**config.mk**
```make
export PLATFORM = sky130hd
export DESIGN_NAME = refresh_interval_tuner
export DESIGN_NICKNAME = d
export VERILOG_FILES = /design/src/rtl/rit_pkg.sv /design/src/rtl/rit_interval_timer.sv /design/src/rtl/rit_activity_meter.sv /design/src/rtl/rit_code_tracker.sv /design/src/rtl/refresh_interval_tuner.sv
export SDC_FILE = /design/constraint.sdc
export NUM_CORES = 1
export LEC_CHECK = 0
export BUFFER_PORTS_ARGS = -buffer_cell sky130_fd_sc_hd__buf_4
export CORE_AREA = 2 2 48 95
export CTS_BUF_LIST = sky130_fd_sc_hd__clkbuf_4 sky130_fd_sc_hd__clkbuf_8
export CTS_CLUSTER_DIAMETER = 200
export DETAILED_ROUTE_END_ITERATION = 10
export DIE_AREA = 0 0 50 97
export PLACE_DENSITY = 0.64
export SLEW_MARGIN = 25
export SYNTH_ARGS = -nofsm -noshare
export SYNTH_HDL_FRONTEND = slang
export SYNTH_HIERARCHICAL = 1
export SYNTH_SLANG_ARGS = --single-unit
```
**constraint.sdc**
```tcl
create_clock -name clk_i -period 7.15 [get_ports clk_i]
set_clock_uncertainty 0.1 [all_clocks]
set_input_delay 0.715 -clock clk_i [delete_from_list [all_inputs] [get_ports clk_i]]
set_output_delay 0.715 -clock clk_i [all_outputs]
set_load 0.01 [all_outputs]
```
**src/rtl/rit_pkg.sv**
```systemverilog
package rit_pkg;
  typedef enum logic [1:0] {
    ST_ARM  = 2'd0,
    ST_RUN  = 2'd1,
    ST_REQ  = 2'd2,
    ST_WAIT = 2'd3
  } rit_state_e;
endpackage

```
**src/rtl/rit_interval_timer.sv**
```systemverilog
module rit_interval_timer #(
  parameter int BASE_LG   = 4,
  parameter int CODE_W    = 4,
  parameter int CODE_MAX  = 5,
  parameter int SAMPLE_LG = 2
) (
  input  logic              clk_i,
  input  logic              rst_ni,
  input  logic              clear_i,
  input  logic              run_i,
  input  logic [CODE_W-1:0] code_i,
  output logic              sample_o,
  output logic              last_o
);
  localparam int CNT_W = BASE_LG + CODE_MAX + 1;

  logic [CNT_W-1:0] cnt_q, cnt_d, limit;
  logic             cnt_en;

  always_comb begin
    limit    = (CNT_W'(1) << (BASE_LG + int'(code_i))) - CNT_W'(1);
    sample_o = run_i && (cnt_q[SAMPLE_LG-1:0] == {SAMPLE_LG{1'b1}});
    last_o   = run_i && (cnt_q == limit);
    cnt_en   = clear_i || run_i;
    cnt_d    = clear_i ? '0 : cnt_q + CNT_W'(1);
  end

  always_ff @(posedge clk_i or negedge rst_ni) begin
    if (!rst_ni)     cnt_q <= '0;
    else if (cnt_en) cnt_q <= cnt_d;
  end


  cnt_in_window_chk: assert property (@(posedge clk_i) disable iff (!rst_ni)
    run_i |-> (cnt_q <= limit));


  last_is_sample_chk: assert property (@(posedge clk_i) disable iff (!rst_ni)
    last_o |-> sample_o);
endmodule

```
**src/rtl/rit_activity_meter.sv**
```systemverilog
module rit_activity_meter #(
  parameter int BUSY_LIMIT = 8
) (
  input  logic clk_i,
  input  logic rst_ni,
  input  logic clear_i,
  input  logic run_i,
  input  logic access_i,
  output logic busy_o
);
  localparam int AW = $clog2(BUSY_LIMIT + 1);

  logic [AW-1:0] acc_q, acc_d;
  logic          acc_en, hit;

  always_comb begin
    hit    = run_i && access_i && (acc_q != AW'(BUSY_LIMIT));
    acc_en = clear_i || hit;
    acc_d  = clear_i ? '0 : acc_q + AW'(1);
    busy_o = (acc_q == AW'(BUSY_LIMIT)) ||
             (run_i && access_i && (acc_q == AW'(BUSY_LIMIT - 1)));
  end

  always_ff @(posedge clk_i or negedge rst_ni) begin
    if (!rst_ni)     acc_q <= '0;
    else if (acc_en) acc_q <= acc_d;
  end


  busy_sticky_chk: assert property (@(posedge clk_i) disable iff (!rst_ni)
    (acc_q == AW'(BUSY_LIMIT)) && !clear_i |=> busy_o);
endmodule

```
**src/rtl/rit_code_tracker.sv**
```systemverilog
module rit_code_tracker #(
  parameter int CODE_W    = 4,
  parameter int CODE_MIN  = 1,
  parameter int CODE_MAX  = 5,
  parameter int SURVIVE_N = 4
) (
  input  logic              clk_i,
  input  logic              rst_ni,
  input  logic              down_i,
  input  logic              end_i,
  input  logic              busy_i,
  output logic [CODE_W-1:0] code_o
);
  localparam int SW = $clog2(SURVIVE_N + 1);

  logic [CODE_W-1:0] code_q, code_d;
  logic [SW-1:0]     surv_q, surv_d;
  logic              upd_en;

  always_comb begin
    code_d = code_q;
    surv_d = surv_q;
    if (down_i) begin
      surv_d = '0;
      if (code_q > CODE_W'(CODE_MIN)) code_d = code_q - CODE_W'(1);
    end else if (end_i && !busy_i) begin
      if (surv_q == SW'(SURVIVE_N - 1)) begin
        surv_d = '0;
        if (code_q < CODE_W'(CODE_MAX)) code_d = code_q + CODE_W'(1);
      end else begin
        surv_d = surv_q + SW'(1);
      end
    end
    upd_en = down_i || end_i;
  end

  always_ff @(posedge clk_i or negedge rst_ni) begin
    if (!rst_ni) begin
      code_q <= CODE_W'(CODE_MIN);
      surv_q <= '0;
    end else if (upd_en) begin
      code_q <= code_d;
      surv_q <= surv_d;
    end
  end

  assign code_o = code_q;


  step_down_chk: assert property (@(posedge clk_i) disable iff (!rst_ni)
    down_i && (code_q > CODE_W'(CODE_MIN)) |=> (code_q == $past(code_q) - CODE_W'(1)));


  code_range_chk: assert property (@(posedge clk_i) disable iff (!rst_ni)
    (code_q >= CODE_W'(CODE_MIN)) && (code_q <= CODE_W'(CODE_MAX)));


  survive_clear_chk: assert property (@(posedge clk_i) disable iff (!rst_ni)
    down_i |=> (surv_q == '0));
endmodule

```
**src/rtl/refresh_interval_tuner.sv**
```systemverilog
module refresh_interval_tuner #(
  parameter int CODE_W       = 4,
  parameter int BASE_CYCLES  = 16,
  parameter int CODE_MIN     = 1,
  parameter int CODE_MAX     = 5,
  parameter int SURVIVE_N    = 4,
  parameter int BUSY_LIMIT   = 8,
  parameter int SAMPLE_EVERY = 4
) (
  input  logic              clk_i,
  input  logic              rst_ni,
  input  logic              decay_i,
  input  logic              access_i,
  input  logic              refresh_done_i,
  output logic              refresh_req_o,
  output logic [CODE_W-1:0] period_code_o,
  output logic              rearm_o
);
  import rit_pkg::*;

  localparam int BASE_LG   = $clog2(BASE_CYCLES);
  localparam int SAMPLE_LG = $clog2(SAMPLE_EVERY);

  rit_state_e state_q, state_d;
  logic       run, clear, sample, last, busy, ev_decay, ev_end;

  always_comb begin
    run      = (state_q == ST_RUN);
    clear    = (state_q == ST_ARM);
    ev_decay = sample && decay_i;
    ev_end   = last && !ev_decay;
    state_d  = state_q;
    unique case (state_q)
      ST_ARM:  state_d = ST_RUN;
      ST_RUN:  if (ev_decay || last) state_d = ST_REQ;
      ST_REQ:  state_d = ST_WAIT;
      ST_WAIT: if (refresh_done_i) state_d = ST_ARM;
      default: state_d = ST_ARM;
    endcase
  end

  always_ff @(posedge clk_i or negedge rst_ni) begin
    if (!rst_ni) state_q <= ST_ARM;
    else         state_q <= state_d;
  end

  assign rearm_o       = (state_q == ST_ARM);
  assign refresh_req_o = (state_q == ST_REQ);

  rit_interval_timer #(
    .BASE_LG(BASE_LG), .CODE_W(CODE_W), .CODE_MAX(CODE_MAX), .SAMPLE_LG(SAMPLE_LG)
  ) timer_i (
    .clk_i(clk_i), .rst_ni(rst_ni), .clear_i(clear), .run_i(run),
    .code_i(period_code_o), .sample_o(sample), .last_o(last)
  );

  rit_activity_meter #(.BUSY_LIMIT(BUSY_LIMIT)) meter_i (
    .clk_i(clk_i), .rst_ni(rst_ni), .clear_i(clear), .run_i(run),
    .access_i(access_i), .busy_o(busy)
  );

  rit_code_tracker #(
    .CODE_W(CODE_W), .CODE_MIN(CODE_MIN), .CODE_MAX(CODE_MAX), .SURVIVE_N(SURVIVE_N)
  ) tracker_i (
    .clk_i(clk_i), .rst_ni(rst_ni), .down_i(ev_decay), .end_i(ev_end),
    .busy_i(busy), .code_o(period_code_o)
  );


  req_pulse_chk: assert property (@(posedge clk_i) disable iff (!rst_ni)
    refresh_req_o |=> !refresh_req_o);


  rearm_after_ack_chk: assert property (@(posedge clk_i) disable iff (!rst_ni)
    (state_q == ST_WAIT) && refresh_done_i |=> rearm_o);


  ack_ignored_chk: assert property (@(posedge clk_i) disable iff (!rst_ni)
    run && refresh_done_i && !last && !ev_decay |=> (state_q == ST_RUN));


  code_step_chk: assert property (@(posedge clk_i) disable iff (!rst_ni)
    (period_code_o != $past(period_code_o)) |->
      (refresh_req_o && ((period_code_o == $past(period_code_o) + CODE_W'(1)) ||
                         (period_code_o == $past(period_code_o) - CODE_W'(1)))));
endmodule

```
; ---- Word level (Yosys, flattened, before mapping)
; Cells that the tools add are included.
[word_totals]
reg_bits = 23
latchBits = 0
mem_bits_rw = 0
mem_bits_ro = 0
memories = 0
out_inout_bits = 6
wordCells = 62
[op_classes]
reduce_logical = 22
muxes = 13
n_shift = 1
bitwise_logic = 0
magnitude_cmp = 2
add_sub_neg = 7
n_mul = 0
div = 0
n_eq_ne = 12
[ops]
columns = cell, count
row1 = "<< shifter 1 x 32 -> 10 bit, first input constant", 1
row2 = 2-to-1 mux 4 bit, 6
row3 = "adder 10 x 1 -> 10 bit, second input constant", 1
row4 = == test 10 bit, 1
row5 = 2-to-1 mux 10 bit, 1
row6 = "subtractor 10 x 2 -> 10 bit, second input constant", 1
row7 = 2-to-1 mux 3 bit, 3
row8 = "adder 4 x 1 -> 4 bit, second input constant", 2
row9 = logical AND 1 bit, 8
row10 = case mux 2 bit (4 select lines), 1
row11 = "== test 2 bit, second input constant", 3
row12 = "inequality test 2 bit, second input constant", 3
row13 = nonzero test 2 bit, 3
row14 = "adder 3 x 4 -> 5 bit, first input constant", 1
row15 = logical OR 1 bit, 5
row16 = AND reduction 5 bit, 1
row17 = "== test 4 x 3 -> 1 bit, second input constant", 1
row18 = "== test 4 bit, second input constant", 1
row19 = "greater-than comparator 4 x 1 -> 1 bit, second input constant", 1
row20 = "< comparator 4 x 3 -> 1 bit, second input constant", 1
row21 = 2-to-1 mux 2 bit, 2
row22 = "inequality test 4 bit, second input constant", 1
row23 = AND reduction 2 bit, 2
row24 = "subtractor 4 x 1 -> 4 bit, second input constant", 1
row25 = other kinds (5), 6

; ---- Logic depth before layout (Yosys ltp)
; Gate-level depths: netlist of the first run.
[depth]
ltp_word = 9
mapped_depth = 15
ltp_nobuf = 15

; ---- Modules after synthesis
; The synthesis of the first run kept the hierarchy.
[by_module_without_submodules]
columns = module, cells_each, area_each_um2, seq_area_each_um2, instances
row1 = rit_interval_timer, 96, 800.8, 250.2, 1
row2 = rit_code_tracker, 46, 498.0, 176.4, 1
row3 = rit_activity_meter, 27, 250.2, 100.1, 1
row4 = refresh_interval_tuner, 16, 183.9, 50.0, 1

; ---- Least setup slack after synthesis of the first run
; OpenSTA, ideal clock, no wires.
[synth_path]
path_type = reg-to-reg
from = reg tracker_i.code_q[2] (netlist: tracker_i/code_o[2])
to = reg tracker_i.code_q[1] (netlist: tracker_i/code_o[1])
path_buffers = 0
required_ns = 6.925
arrival_time_ns = 3.514
setup_slack_ns = 3.410
setup_ns = 0.125
path_stages_with_launch = 16
period_less_slack_ns = 3.740
path_cell_list = dfrtp_1 > inv_1 > ha_1 > nor2_1 > nand3_1 > ha_1 > or4_1 > a21boi_1 > o21a_1 > o221ai_1 > nor3_2 > and2b_2 > nand2b_4 > nor4b_4 > mux2i_1 > mux2i_1
[synth_via]
elab_chain_len = 9
[synth_rtl]
columns = element, line
row1 = from (decl), rit_code_tracker.sv:16  ; logic [CODE_W-1:0] code_q, code_d;
row2 = from (signal assigned), rit_code_tracker.sv:39  ; code_q <= CODE_W'(CODE_MIN);
row3 = from (signal assigned), rit_code_tracker.sv:42  ; code_q <= code_d;
row4 = adder 3 x 4 -> 5 bit *, rit_interval_timer.sv:21  ; limit = (CNT_W'(1) << (BASE_LG + int'(code_i))) - CNT_W'(1);
row5 = << shifter 1 x 32 -> 10 bit *, rit_interval_timer.sv:21
row6 = subtractor 10 x 2 -> 10 bit *, rit_interval_timer.sv:21
row7 = == test 10 bit *, rit_interval_timer.sv:23  ; last_o = run_i && (cnt_q == limit);
row8 = logical AND 1 bit *, rit_interval_timer.sv:23
row9 = net last, refresh_interval_tuner.sv:25  ; logic run, clear, sample, last, busy, ev_decay, ev_end;
row10 = logical AND 1 bit *, refresh_interval_tuner.sv:31  ; ev_end = last && !ev_decay;
row11 = net ev_end, refresh_interval_tuner.sv:25
row12 = logical AND 1 bit, rit_code_tracker.sv:26  ; end else if (end_i && !busy_i) begin
row13 = nonzero test 2 bit (no line), n/a
row14 = AND reduction 5 bit (no line) *, n/a
; The timed path passes the listed nets; every way through them passes the cells marked *.
; A chain may end at the register's enable or synchronous reset.

; ---- Final worst setup path of the first run
; Same ends and word-level chain as after synthesis.

==> results of run 1 <==
## sequential cells by signal (all words and copies together), names as in the netlist
signal,count
meter_i/acc_q,4
tracker_i/code_o,4
tracker_i/surv_q,3
timer_i/cnt_q,10
state_q,2
## path summary, 6_finish.rpt
check,startpoint,endpoint,depth (start not counted)
worst max-delay path,tracker_i/code_o[2],tracker_i/code_o[1],15
worst min-delay path,rst_ni,tracker_i/code_o[1],1
worst max register to register,tracker_i/code_o[2],tracker_i/code_o[1],15
worst min register to register,tracker_i/surv_q[1],tracker_i/surv_q[1],2
max in group asynchronous,rst_ni,tracker_i/code_o[0],1
min in group clk_i,tracker_i/surv_q[1],tracker_i/surv_q[1],2
## power groups by stage
stage          combinational [mW]  clock (mW)  sequential [mW]
2_1_floorplan               0.118           0            0.167
3_3_place_gp                0.146           0            0.174
3_5_place_dp                0.148           0            0.174
4_1_cts                     0.149      0.0843            0.172
5_1_grt                     0.166      0.0916            0.174
6_report                    0.146      0.0812            0.172
## final cells by class
class,count,area [sq um]
multi-input cells,144,1076
well taps,52,65.06
clock inverters,1,5.005
flip-flops and latches,23,576.8
fillers,389,2200
inverters,13,48.80
repair buffers,10,75.07
clock buffers,3,41.29
## kinds of logic after synthesis
group | count (synthesis)
xor gates and xnor gates | 14
muxes | 10
adders and majority gates | 14
DFF | 23
buffers and inverters | 18
AOI/OAI and AO/OA | 34
and+or+nand+nor | 72
## Yosys cell counts (2+ instances only)
cell type / number
nand2b_1: 4
nand4_1: 5
a21oi_1: 7
nand3_1: 6
and2b_2: 2
ha_1: 14
xnor2_1: 8
nor2_1: 22
a31oi_1: 3
or3_1: 3
clkbuf_1: 2
a22oi_1: 2
inv_1: 12
nor3b_1: 2
o21ai_0: 6
o21ai_1: 4
o31ai_1: 2
xor2_1: 6
dfrtp_1: 22
nor2b_1: 3
nor3_1: 4
or4_1: 2
nand2_1: 6
mux2i_1: 7
## cell usage in the layout, fill, tap and decap left out, types with 2 or more instances in the layout
cell	synthesis	layout
nand4_1	5	5
mux2i_1	7	7
o21ai_0	6	6
xor2_1	6	6
and2b_2	2	2
ha_1	14	14
clkbuf_8	0	3
nor2_1	22	22
a21oi_1	7	7
nand2b_1	4	4
o21ai_1	4	4
nand2_1	6	6
a31oi_1	3	3
o31ai_1	2	2
nand3_1	6	6
xnor2_1	8	8
or4_1	2	2
nor3b_1	2	2
inv_1	12	12
a22oi_1	2	2
or3_1	3	3
dfrtp_1	22	22
buf_4	1	10
nor2b_1	3	3
nor3_1	4	4
## through the flow
| step | worst slack (ns) | cells | util, % | total power [mW] | instance area [sq um] |
|---|---|---|---|---|---|
| final | 3.047 | 246 | 46.19 | 0.3992 | 1888 |
| after global routing | 2.617 | 246 | 46.19 | 0.4311 | 1888 |
| after CTS | 3.060 | 246 | 46.19 | 0.4050 | 1888 |
| after detailed placement | 3.096 | 242 | 45.06 | 0.3224 | 1842 |
| after global placement | 3.232 | 242 | 45.06 | 0.3198 | 1842 |
| after floorplan | 3.410 | 185 | - | 0.2845 | 1733 |
## routing by layer
| layer | share of wire, % | vias up | track usage (%) |
|---|---|---|---|
| met4 | 2.5 | 0 | 8.120 |
| met2 | 57 | 21 | 30.47 |
| met1 | 38 | 653 | 17.77 |
| met3 | 2.1 | 8 | 2.623 |
| met5 | 0 | - | 0 |
| li1 | - | 671 | - |
## worst reg2reg max path, delay by kind of cell (launching register included)
family | cells | cell delay, ns
and+or+nand+nor | 7 | 1.71
DFF | 1 | 0.60
buffers and inverters | 1 | 0.12
AOI/OAI and AO/OA | 3 | 0.49
adders and majority gates | 2 | 0.67
muxes | 2 | 0.29
==> impl_metrics.tcl, run 1 <==
set metrics [dict create \
    routed_via_density 5.500 \
    gp_congestion 0.8322 \
    synth-compound-area-share_pct 13.65 \
    start_util_pct 42.39 \
    setup_viol_count_final 0 \
    finalHoldViolCount 0 \
    post_cts_buffers 0 \
    cp.required_ns 7.21 \
    crit_buf_inv 1 \
    switching_share_pct 36.05 \
    pwr-share-seq_pct 43.0 \
    fin_crit_ns 4.103 \
    power.switching_uw 143.9 \
    wire_per_inst_microns 14.33 \
    yosysTopAreaCell "dfrtp_1" \
    insertion_delay_ns 0.26 \
    cts_tree "done" \
    core_sq_um 4088 \
    synth_edf_count 0 \
    ys.flop_type "dfrtp_1" \
    fin_nets 214 \
    netlist_instances 185 \
    yosysSeqAreaShare_pct 33.29 \
    start_kind "flip-flop" \
    ys_seq_elements 23 \
    synth_top_family_by_area "simple AND/OR/NAND/NOR gates" \
    drc 0 \
    cts_buffer_depth 2 \
    leakage_nw 0.7850 \
    rsz0062_at_grt "false" \
    hold_ws_ns 0.2319 \
    slew_violations 0 \
    cts_sinks 23 \
    synthDistinctLibCells 55 \
    crit_path_max_incr_delay_ns 0.60 \
    yosys.area_share.simple_pct 25.05 \
    portBuffers 10 \
    hold_class "primary input to asynchronous set/reset pin" \
    antenna_found_initial 0 \
    cts-resized-gates 0 \
    grt_remaining_overflow 0 \
    synthArstFlopShare_pct 100.0 \
    cap_violations 0 \
    worstSetupPathType "flip-flop to flip-flop" \
    grt_pass1_wl_microns 6279 \
    fin_crit_sh_pct 57.38 \
    dp_hpwl_microns 2672 \
    ys_warn_count 6 \
    netlist_top_cells_area "dfrtp_1 (32%), ha_1 (10%), nor2_1 (4.8%), mux2i_1 (4.0%), xnor2_1 (4.0%)" \
    pwr-share-comb_pct 36.6 \
    grt_use_total_pct 16.74 \
    ctsHoldBuffers 0 \
    p_per_area_nw_per_um2 211.4 \
    synth_mux_area_share_pct 6.209 \
    postRouteAntennaNets 0 \
    drtPass1Iterations 4 \
    clkTransAtPathRegs_ns 0.09 \
    die_area_sq_um 4850 \
    clockPowerShare_pct 20.3 \
    synthesis.area_sq_um 1733 \
    crit_arrival_ns 4.16 \
    status "complete, no violations" \
    tightest_slew_ns 0.7132 \
    grt_pass1_vias 1390 \
    p_int_uw 255.3 \
    netlist.area_leader.share_pct 31.77 \
    insertedDiodeCount 0 \
    totalWireLength_microns 3524 \
    fmax_mhz 243.7 \
    drt_iter0_drc 19 \
    cts_max_level 1 \
    area_growth_pct 8.953 \
    slowest_stage "dfrtp_1" \
    rows 33 \
    cts_buffers 3 \
    die_h_microns 97 \
    crit_path_end_kind "flip-flop" \
    synthXorXnorAreaFrac_pct 7.076 \
    crit_chain "inv_1 > ha_1 > nor2_1 > nand3_1 > ha_1 > or4_1 > a21boi_1 > o21a_1 > o221ai_1 > nor3_2 > and2b_2 > nand2b_4 > nor4b_4 > mux2i_1 > mux2i_1" \
    postSynthAreaPerCell_sq_um 9.367 \
    fp.dieW_microns 50 \
    slew_headroom_pct 52.45 \
    cts_root_buf "clkbuf_8" \
    syn-num-nets 204 \
    cp_max_fo 15 \
    drive_above_1_share_pct 15.46 \
    synth-adder-area-share_pct 10.11 \
    vias 1353 \
    ir_worst_vdd_mv 0.1460 \
    grt_max_degree 24 \
    cp_top_family "simple AND/OR/NAND/NOR gates" \
    fin_setup_tns_ns 0 \
    io_pins 11 \
    reg2reg_slack_ns 3.05 \
]
No activity file was read; power rests on OpenSTA's default activity.
==> inputs of run 2 (changes only) <==
--- a/config.mk
+++ b/config.mk
@@ -11,7 +11,7 @@
 export CTS_CLUSTER_DIAMETER = 200
 export DETAILED_ROUTE_END_ITERATION = 10
 export DIE_AREA = 0 0 50 97
-export PLACE_DENSITY = 0.64
+export PLACE_DENSITY = 0.66
 export SLEW_MARGIN = 25
 export SYNTH_ARGS = -nofsm -noshare
 export SYNTH_HDL_FRONTEND = slang
==> constraint.sdc (replaced) <==
create_clock -name clk_i -period 3.7 [get_ports clk_i]
set_clock_uncertainty 0.1 [all_clocks]
set_input_delay 0.37 -clock clk_i [delete_from_list [all_inputs] [get_ports clk_i]]
set_output_delay 0.37 -clock clk_i [all_outputs]
set_load 0.01 [all_outputs]
==> impl_metrics.tcl, run 2 (synthesis gave the netlist of run 1 again) <==
set metrics [dict create \
    status "complete, no violations" \
    vias 1361 \
    fin_nets 224 \
    finalHoldViolCount 0 \
    rsz0062_at_grt "false" \
    die_area_sq_um 4850 \
    cp.required_ns 3.76 \
    crit_arrival_ns 3.49 \
    largest_reg_flops 10 \
    cp_top_family "simple AND/OR/NAND/NOR gates" \
    drive_above_1_share_pct 21.08 \
    cts_root_buf "clkbuf_8" \
    grt_use_total_pct 16.38 \
    crit_buf_inv 1 \
    drtPass1Iterations 4 \
    cap_violations 0 \
    final_cell_mix "nor2_1 (21), dfrtp_1 (21), buf_4 (19)" \
    rows 33 \
    crit_path_max_incr_delay_ns 0.57 \
    top_register "timer_i/cnt_q" \
    start_kind "flip-flop" \
    dp_slack_ns 0.1456 \
    multi_input_area_sq_um 1092 \
    crit_chain "inv_1 > ha_1 > nor2_4 > nand3_1 > ha_1 > or4_1 > a21boi_2 > o21a_1 > o221ai_1 > nor3_2 > and2b_2 > nand2b_4 > nor4b_4 > mux2i_1 > mux2i_1" \
    cts_buffers 3 \
    dp_hpwl_microns 2763 \
    worstSetupPathType "flip-flop to flip-flop" \
    grt_max_degree 24 \
    cts_buffer_depth 2 \
    finalCoreUtilization_pct 48.58 \
    ir_worst_vdd_mv 0.3327 \
    fin_ws_ns 0.2652 \
    fillers 389 \
    insertedDiodeCount 0 \
    io_pins 11 \
    post_cts_buffers 0 \
    p_per_area_nw_per_um2 396.4 \
    core_sq_um 4088 \
    hold_ws_ns 0.3541 \
    die_h_microns 97 \
    portBuffers 10 \
    cp_max_fo 7 \
    setup_viol_count_final 0 \
    antenna_found_initial 0 \
    seq_area_sq_um 578.1 \
    insertion_delay_ns 0.27 \
    drt_iter0_drc 13 \
    slowest_stage "or4_1" \
    cts_tree "done" \
    cts_sinks 23 \
    area_growth_pct 14.58 \
    grt_pass1_vias 1333 \
    fp.dieW_microns 50 \
    tightest_slew_ns 0.4512 \
    grt_pass1_wl_microns 6161 \
    fin_crit_ns 3.435 \
    grt_remaining_overflow 0 \
    routed_via_density 5.316 \
    totalWireLength_microns 3560 \
    start_util_pct 42.39 \
    fin_setup_tns_ns 0 \
    fmax_mhz 291.1 \
    clkTransAtPathRegs_ns 0.09 \
    drc 0 \
    crit_path_end_kind "flip-flop" \
    postRouteAntennaNets 0 \
    fin_crit_sh_pct 92.83 \
    cts_max_level 1 \
    wire_per_inst_microns 13.91 \
    gp_congestion 0.8240 \
    slew_headroom_pct 69.89 \
    slew_violations 0 \
    hold_class "primary input to flip-flop" \
    leakage_nw 0.8363 \
]
[run 2: final cells by class]
type,instances,share of cell area [%]
inverter,13,2.457
sequential,23,29.11
clock buffer,3,2.079
timing repair buffer,20,7.687
clock inverter,1,0.3781
tap,52,3.277
multi-input combinational,144,55.01
[run 2: worst paths after layout]
check                      slack [ns]                start                  end  cells after the start
hold / removal                   0.35             access_i     meter_i/acc_q[2]                      3
max in group asynchronous        2.80               rst_ni  tracker_i/code_o[0]                      2
min in group asynchronous        0.42               rst_ni           state_q[1]                      2
setup reg to reg                 0.27  tracker_i/code_o[2]  tracker_i/code_o[1]                     15
hold reg to reg                  0.45  tracker_i/surv_q[1]  tracker_i/surv_q[1]                      2
setup / recovery                 0.27  tracker_i/code_o[2]  tracker_i/code_o[1]                     15
[run 2: routing by layer]
metal / part of all wire [%] / vias to the layer above / global-route usage [%]
met4: 1.7 / 0 / 7.265
met3: 1.6 / 4 / 1.852
met2: 58 / 10 / 30.57
met1: 39 / 653 / 17.39
li1: - / 694 / -
met5: 0 / - / 0
[run 2: stage by stage]
| stage | total power, mW | instances | instance area (sq um) |
|---|---|---|---|
| after floorplan | 0.5498 | 185 | 1734 |
| after global placement | 0.6232 | 251 | 1911 |
| after detailed placement | 0.6280 | 251 | 1911 |
| after CTS | 0.8004 | 256 | 1969 |
| after global routing | 0.8473 | 256 | 1986 |
| final | 0.7871 | 256 | 1986 |
[run 2: worst register-to-register path, delay by kind of cell, from the launching register on]
family / cells / cell delay [ns]
buffers and inverters: 1 / 0.09
DFF: 1 / 0.42
adders and majority gates: 2 / 0.47
and+or+nand+nor: 7 / 1.52
muxes: 2 / 0.30
AOI/OAI and AO/OA: 3 / 0.44
[run 2: where the power goes]
group	switching (mW)	internal [mW]	total (mW)
registers	0.0446	0.286	0.331
logic	0.150	0.139	0.289
clock network	0.0907	0.0763	0.167
[run 2: repair_timing]
| item | 4_1_cts | 5_1_grt |
|---|---|---|
| resized for setup | 0 | 4 |
| endpoints found under the setup margin | 0 | 3 |
| endpoints found under the hold margin | 22 | 0 |
| hold buffers | 1 | 0 |
